==> src/rtl/irqc_pkg.sv <==
package irqc_pkg;

    localparam int NUM_CORE = 8;
    localparam int RANK_W   = 3;

    // rank 0: nothing pending, 1: low-priority software, 2..5: priority 0..3
    localparam logic [RANK_W-1:0] RK_NONE = 3'd0;
    localparam logic [RANK_W-1:0] RK_LOW  = 3'd1;

    typedef enum logic [1:0] {
        ST_IDLE,
        ST_ASSERT,
        ST_SERVE,
        ST_WAIT
    } hs_state_e;

    function automatic logic [RANK_W-1:0] core_rank(input int idx);
        if (idx <= 3)      return 3'd5;
        else if (idx == 4) return 3'd4;
        else if (idx == 5) return 3'd3;
        else if (idx == 6) return 3'd2;
        else               return RK_LOW;
    endfunction

    function automatic logic rank_permitted(input logic [RANK_W-1:0] rank,
                                            input logic [1:0] sr);
        if (rank == RK_NONE)     return 1'b0;
        else if (rank == RK_LOW) return (sr == 2'd0);
        else                     return ({1'b0, sr} <= (rank - 3'd2));
    endfunction

    function automatic logic [1:0] rank_level(input logic [RANK_W-1:0] rank);
        if (rank <= RK_LOW)     return 2'd0;
        else if (rank >= 3'd4)  return 2'd3;
        else                    return rank[1:0] - 2'd1;
    endfunction

endpackage

==> src/rtl/irqc_rank_map.sv <==
module irqc_rank_map
    import irqc_pkg::*;
#(
    parameter int NUM_PROG = 8,
    localparam int NUM_SRC = NUM_CORE + NUM_PROG
) (
    input  logic [NUM_CORE-1:0]            core_req,
    input  logic [NUM_PROG-1:0]            prog_req,
    input  logic [NUM_PROG-1:0]            prog_en,
    input  logic [2*NUM_PROG-1:0]          prog_prio,
    output logic [NUM_SRC-1:0][RANK_W-1:0] rank
);

    for (genvar g = 0; g < NUM_CORE; g++) begin : g_core
        assign rank[g] = core_req[g] ? core_rank(g) : RK_NONE;
    end

    for (genvar g = 0; g < NUM_PROG; g++) begin : g_prog
        assign rank[NUM_CORE+g] = (prog_req[g] && prog_en[g])
                                ? ({1'b0, prog_prio[2*g +: 2]} + 3'd2)
                                : RK_NONE;
    end

endmodule

==> src/rtl/irqc_pick.sv <==
module irqc_pick
    import irqc_pkg::*;
#(
    parameter int NUM_SRC = 16,
    localparam int IDX_W  = $clog2(NUM_SRC)
) (
    input  logic [NUM_SRC-1:0][RANK_W-1:0] rank,
    output logic                           found,
    output logic [IDX_W-1:0]               best_idx,
    output logic [RANK_W-1:0]              best_rank
);

    // scan downward with >= so that the lowest index wins a tie
    always_comb begin
        best_rank = RK_NONE;
        best_idx  = '0;
        for (int i = NUM_SRC - 1; i >= 0; i--) begin
            if (rank[i] != RK_NONE && rank[i] >= best_rank) begin
                best_rank = rank[i];
                best_idx  = IDX_W'(i);
            end
        end
    end

    assign found = (best_rank != RK_NONE);

endmodule

==> src/rtl/irq_prio_ctrl.sv <==
module irq_prio_ctrl
    import irqc_pkg::*;
#(
    parameter int          NUM_PROG   = 8,
    parameter int          ADDR_W     = 16,
    parameter logic [15:0] VEC_BASE   = 16'h0100,
    parameter logic [15:0] VEC_STRIDE = 16'h0002,
    parameter logic [15:0] RESET_VEC  = 16'h0080
) (
    input  logic                  clk,
    input  logic                  rst_n,
    input  logic [7:0]            core_req,
    input  logic [NUM_PROG-1:0]   prog_req,
    input  logic [NUM_PROG-1:0]   prog_en,
    input  logic [2*NUM_PROG-1:0] prog_prio,
    input  logic [1:0]            sr_lvl,
    input  logic                  pic_en,
    input  logic                  iack,
    output logic                  irq,
    output logic [1:0]            ipl,
    output logic [ADDR_W-1:0]     vab
);

    localparam int NUM_SRC = NUM_CORE + NUM_PROG;
    localparam int IDX_W   = $clog2(NUM_SRC);

    typedef struct packed {
        hs_state_e      state;
        logic           irq;
        logic [1:0]     lvl;
        logic [IDX_W-1:0] idx;
        logic [1:0]     rst_cnt;
    } ctrl_t;

    ctrl_t ctrl_d, ctrl_q;

    logic [NUM_SRC-1:0][RANK_W-1:0] rank;
    logic                           found;
    logic [IDX_W-1:0]               best_idx;
    logic [RANK_W-1:0]              best_rank;
    logic                           rst_done;

    irqc_rank_map #(.NUM_PROG(NUM_PROG)) u_map (
        .core_req (core_req),
        .prog_req (prog_req),
        .prog_en  (prog_en),
        .prog_prio(prog_prio),
        .rank     (rank)
    );

    irqc_pick #(.NUM_SRC(NUM_SRC)) u_pick (
        .rank     (rank),
        .found    (found),
        .best_idx (best_idx),
        .best_rank(best_rank)
    );

    assign rst_done = (ctrl_q.rst_cnt == 2'd2);

    always_comb begin
        ctrl_d = ctrl_q;
        if (!rst_done) begin
            ctrl_d.rst_cnt = ctrl_q.rst_cnt + 2'd1;
        end
        unique case (ctrl_q.state)
            ST_IDLE: begin
                if (rst_done && pic_en && rank_permitted(best_rank, sr_lvl)) begin
                    ctrl_d.state = ST_ASSERT;
                    ctrl_d.irq   = 1'b1;
                    ctrl_d.lvl   = rank_level(best_rank);
                    ctrl_d.idx   = best_idx;
                end
            end
            ST_ASSERT: begin
                if (!pic_en) begin
                    ctrl_d.state = ST_SERVE;
                    if (found) begin
                        ctrl_d.idx = best_idx;
                    end
                end
            end
            ST_SERVE: begin
                if (iack) begin
                    ctrl_d.state = ST_WAIT;
                    ctrl_d.irq   = 1'b0;
                end
            end
            ST_WAIT: begin
                if (pic_en) begin
                    ctrl_d.state = ST_IDLE;
                end
            end
            default: ctrl_d.state = ST_IDLE;
        endcase
    end

    always_ff @(posedge clk or negedge rst_n) begin
        if (!rst_n) begin
            ctrl_q <= '{state: ST_IDLE, irq: 1'b0, lvl: 2'd0, idx: '0, rst_cnt: 2'd0};
        end else begin
            ctrl_q <= ctrl_d;
        end
    end

    assign irq = ctrl_q.irq;
    assign ipl = ctrl_q.lvl;

    always_comb begin
        if (!rst_done) begin
            vab = ADDR_W'(RESET_VEC);
        end else if (ctrl_q.state == ST_SERVE) begin
            vab = ADDR_W'(VEC_BASE) + ADDR_W'(ctrl_q.idx) * ADDR_W'(VEC_STRIDE);
        end else begin
            vab = '0;
        end
    end

endmodule

==> config.mk <==
export PLATFORM = sky130hd
export DESIGN_NAME = irq_prio_ctrl
export DESIGN_NICKNAME = d
export VERILOG_FILES = /design/src/rtl/irqc_pkg.sv /design/src/rtl/irqc_rank_map.sv /design/src/rtl/irqc_pick.sv /design/src/rtl/irq_prio_ctrl.sv
export SDC_FILE = /design/constraint.sdc
export NUM_CORES = 1
export LEC_CHECK = 0
export ABC_CLOCK_PERIOD_IN_PS = 3000
export BUFFER_PORTS_ARGS = -buffer_cell sky130_fd_sc_hd__buf_2
export CAP_MARGIN = 30
export CORE_ASPECT_RATIO = 1.25
export CORE_MARGIN = 1.5
export CORE_UTILIZATION = 42
export CTS_CLUSTER_DIAMETER = 100
export DETAILED_ROUTE_END_ITERATION = 10
export HOLD_SLACK_MARGIN = 0.02
export PLACE_DENSITY = 0.74
export SLEW_MARGIN = 20
export SYNTH_ARGS = -nofsm -noshare
export SYNTH_HDL_FRONTEND = slang
export SYNTH_HIERARCHICAL = 1
export SYNTH_SLANG_ARGS = --single-unit
==> constraint.sdc <==
create_clock -name clk -period 3 [get_ports clk]
set_input_delay 0.15 -clock clk [delete_from_list [all_inputs] [get_ports clk]]
set_output_delay 0.15 -clock clk [all_outputs]
set_load 0.02 [all_outputs]
==> impl_metrics.json <==
{
  "synth_edf_count": 0,
  "syn_area_mm2": 0.00380,
  "gp_congestion": 0.873,
  "nets": 840,
  "cpPeakStageDelay_ns": 0.48,
  "clock-sinks": 11,
  "worst_ep_arrival_time_ns": 19.85,
  "hold_viol_final": 0,
  "grt_max_degree": 14,
  "seq_area_um2": 275,
  "area_growth_pct": 61.6,
  "synth_ff_type": "dfrtp_1",
  "num_vias": 4849,
  "syn_avg_cell_area_um2": 7.20,
  "clock.fmax_mhz": 50.7,
  "run_status": "complete, but fails checks",
  "clockRootBuffer": "clkbuf_8",
  "async_flop_share_pct": 100,
  "p_per_area_mw_per_mm2": 408,
  "rsz0062_at_grt": "yes",
  "setup_violations": 9,
  "overflow": 0,
  "dpl_cell_area_mm2": 0.00563,
  "clock_latency_ns": 0.24,
  "fin_worst_skew_ns": 0.000526,
  "cts_buffers": 3,
  "hp-class": "input port to flop",
  "antenna_left": 0,
  "grt_usage_pct": 24.3,
  "mostFrequentLayoutCells": "buf_4 (206), buf_2 (53), inv_1 (39), nand2_1 (34), nor2_1 (29)",
  "ctsHtreeMaxLevel": 1,
  "layout_commonest_cell": "buf_4",
  "routed_wirelength_um": 12500,
  "drv_slew": 0,
  "routed_via_density": 5.49,
  "finalSetupTns_ns": -149.99,
  "drive_gt1_share_pct": 52.8,
  "num_io_pins": 65,
  "path_class": "input port to flop",
  "port_buffers": 54,
  "finalInstanceArea_mm2": 0.00614,
  "std_cell_rows": 38,
  "clkTransAtPathRegs_ns": 0.05,
  "hpwl_um": 9360,
  "start_kind": "input port",
  "crit_fanout": 5,
  "yosysUniqueCellTypes": 93,
  "dr.pass1.iters": 4,
  "vdd_ir_drop_max_mv": 0.210,
  "drtIter0Drc": 274,
  "min_period_ns": 19.73,
  "diodes": 0,
  "critPathRequiredTime_ns": 3.12,
  "violations": "setup timing",
  "cts_tree": "built",
  "ys_seq_area_share_pct": 7.24,
  "period_share_pct": 658,
  "post-place-ws_ns": -17.17,
  "initial_utilization_pct": 43.4,
  "path_common_cell": "buf_4",
  "grt_pass1_vias": 4702,
  "slowest_stage": "or4b_4",
  "grt_antenna_before_repair": 0,
  "die_h_um": 109,
  "fp.dieArea_mm2": 0.00963,
  "num-fill-cells": 701,
  "hold_ws_ns": 0.264,
  "max_slew_margin_pct": 64.3,
  "synth_warnings": 6,
  "setup_slack_ns": -16.73,
  "layout.cells.non_filler": 883,
  "maxCapViolations": 0,
  "clock_path_buffers": 2,
  "core_area_mm2": 0.00875,
  "synth_seq_cells": 11,
  "cp-end-kind": "flop",
  "wl_per_cell_um": 14.1,
  "leakage_nw": 3.01,
  "grt_pass1_wl_um": 19400,
  "fp.dieW_um": 88.1,
  "multi_input_area_mm2": 0.00366,
  "route.detailed.drc": 0,
  "worst_pin_slew_ns": 0.535,
  "syn_inst": 528,
  "dp.cells": 843
}
-- final timing paths --
check	to	slack [ns]	from	depth (start not counted)
hold / removal	irq	0.26	iack	4
setup / recovery	ipl[1]	-16.73	prog_prio[15]	121
min in group asynchronous	ctrl_q[2]	0.32	rst_n	2
setup reg to reg	ctrl_q[10]	1.22	ctrl_q[0]	6
max in group asynchronous	ipl[1]	2.47	rst_n	2
hold reg to reg	ctrl_q[3]	0.47	ctrl_q[3]	2
-- what timing repair did --
action	CTS	global route
pin swaps	17	20
gates resized for setup	10	34
setup buffers	20	16
endpoints found under the setup margin	9	9
hold endpoints to repair	11	0
hold buffers	1	0
-- cell families after synthesis --
group / Yosys count / share of synthesized area (%)
other: 2 / 0.198
AND/OR/NAND/NOR: 209 / 30.8
AO/OA/AOI/OAI: 170 / 34.7
buffers and inverters: 94 / 13.5
XOR/XNOR: 1 / 0.230
multiplexers: 6 / 2.14
adder cells (fa/ha/maj): 35 / 11.2
flip-flops: 11 / 7.24
-- sequential cells by signal, summed over array words and instances (netlist names) --
signal / flops
irq: 1
ipl: 2
ctrl_q: 8
-- layer usage --
metal  up-vias  wire length [um]  global-route usage (%)
li1       2372                 -                       -
met1      2297              4650                    24.8
met2       139              7120                    50.6
met3        41               350                    1.43
met4         0               354                    7.92
met5         -                 0                       0
-- Yosys cell counts (all sizes together), types with 8 or more instances --
cell | number | area, um2
a21oi | 37 | 196
o21ai | 36 | 203
clkbuf | 8 | 30.0
nor2 | 36 | 135
buf | 42 | 315
and3 | 24 | 165
o31ai | 9 | 67.6
nand3 | 16 | 80.1
and3b | 8 | 70.1
nand2 | 42 | 160
ha | 30 | 375
nand2b | 22 | 145
and2 | 8 | 52.6
nor3 | 15 | 85.1
o21a | 8 | 67.6
or2 | 9 | 56.3
inv | 43 | 161
dfrtp | 11 | 275
-- worst max-delay path, delay by kind of cell --
| family | cells | cell delay (ns) |
|---|---|---|
| adder cells (fa/ha/maj) | 17 | 4.48 |
| buffers and inverters | 17 | 1.93 |
| multiplexers | 2 | 0.62 |
| AO/OA/AOI/OAI | 41 | 6.35 |
| AND/OR/NAND/NOR | 44 | 6.28 |
-- through the flow --
step                      power [mW]  util (%)
final                           2.50      70.2
after global routing            2.70      70.2
after CTS                       2.33      67.1
after detailed placement        2.07      64.3
after global placement          1.99      64.3
after floorplan                 1.48         -
-- final cells by class --
type                       count  share of cell area, %
clock buffer                   4                  0.733
inverter                      44                   2.71
multi-input combinational    442                   59.6
sequential                    11                   4.48
tap                          120                   2.44
timing repair buffer         262                   30.0
-- where the power goes --
group	switching [mW]	internal (mW)	leakage (nW)	total, mW
sequential	0.0338	0.198	0.129	0.232
clock	0.0562	0.0933	0.0228	0.150
combinational	1.02	1.10	2.86	2.12
(Power assumes the default switching activity.)
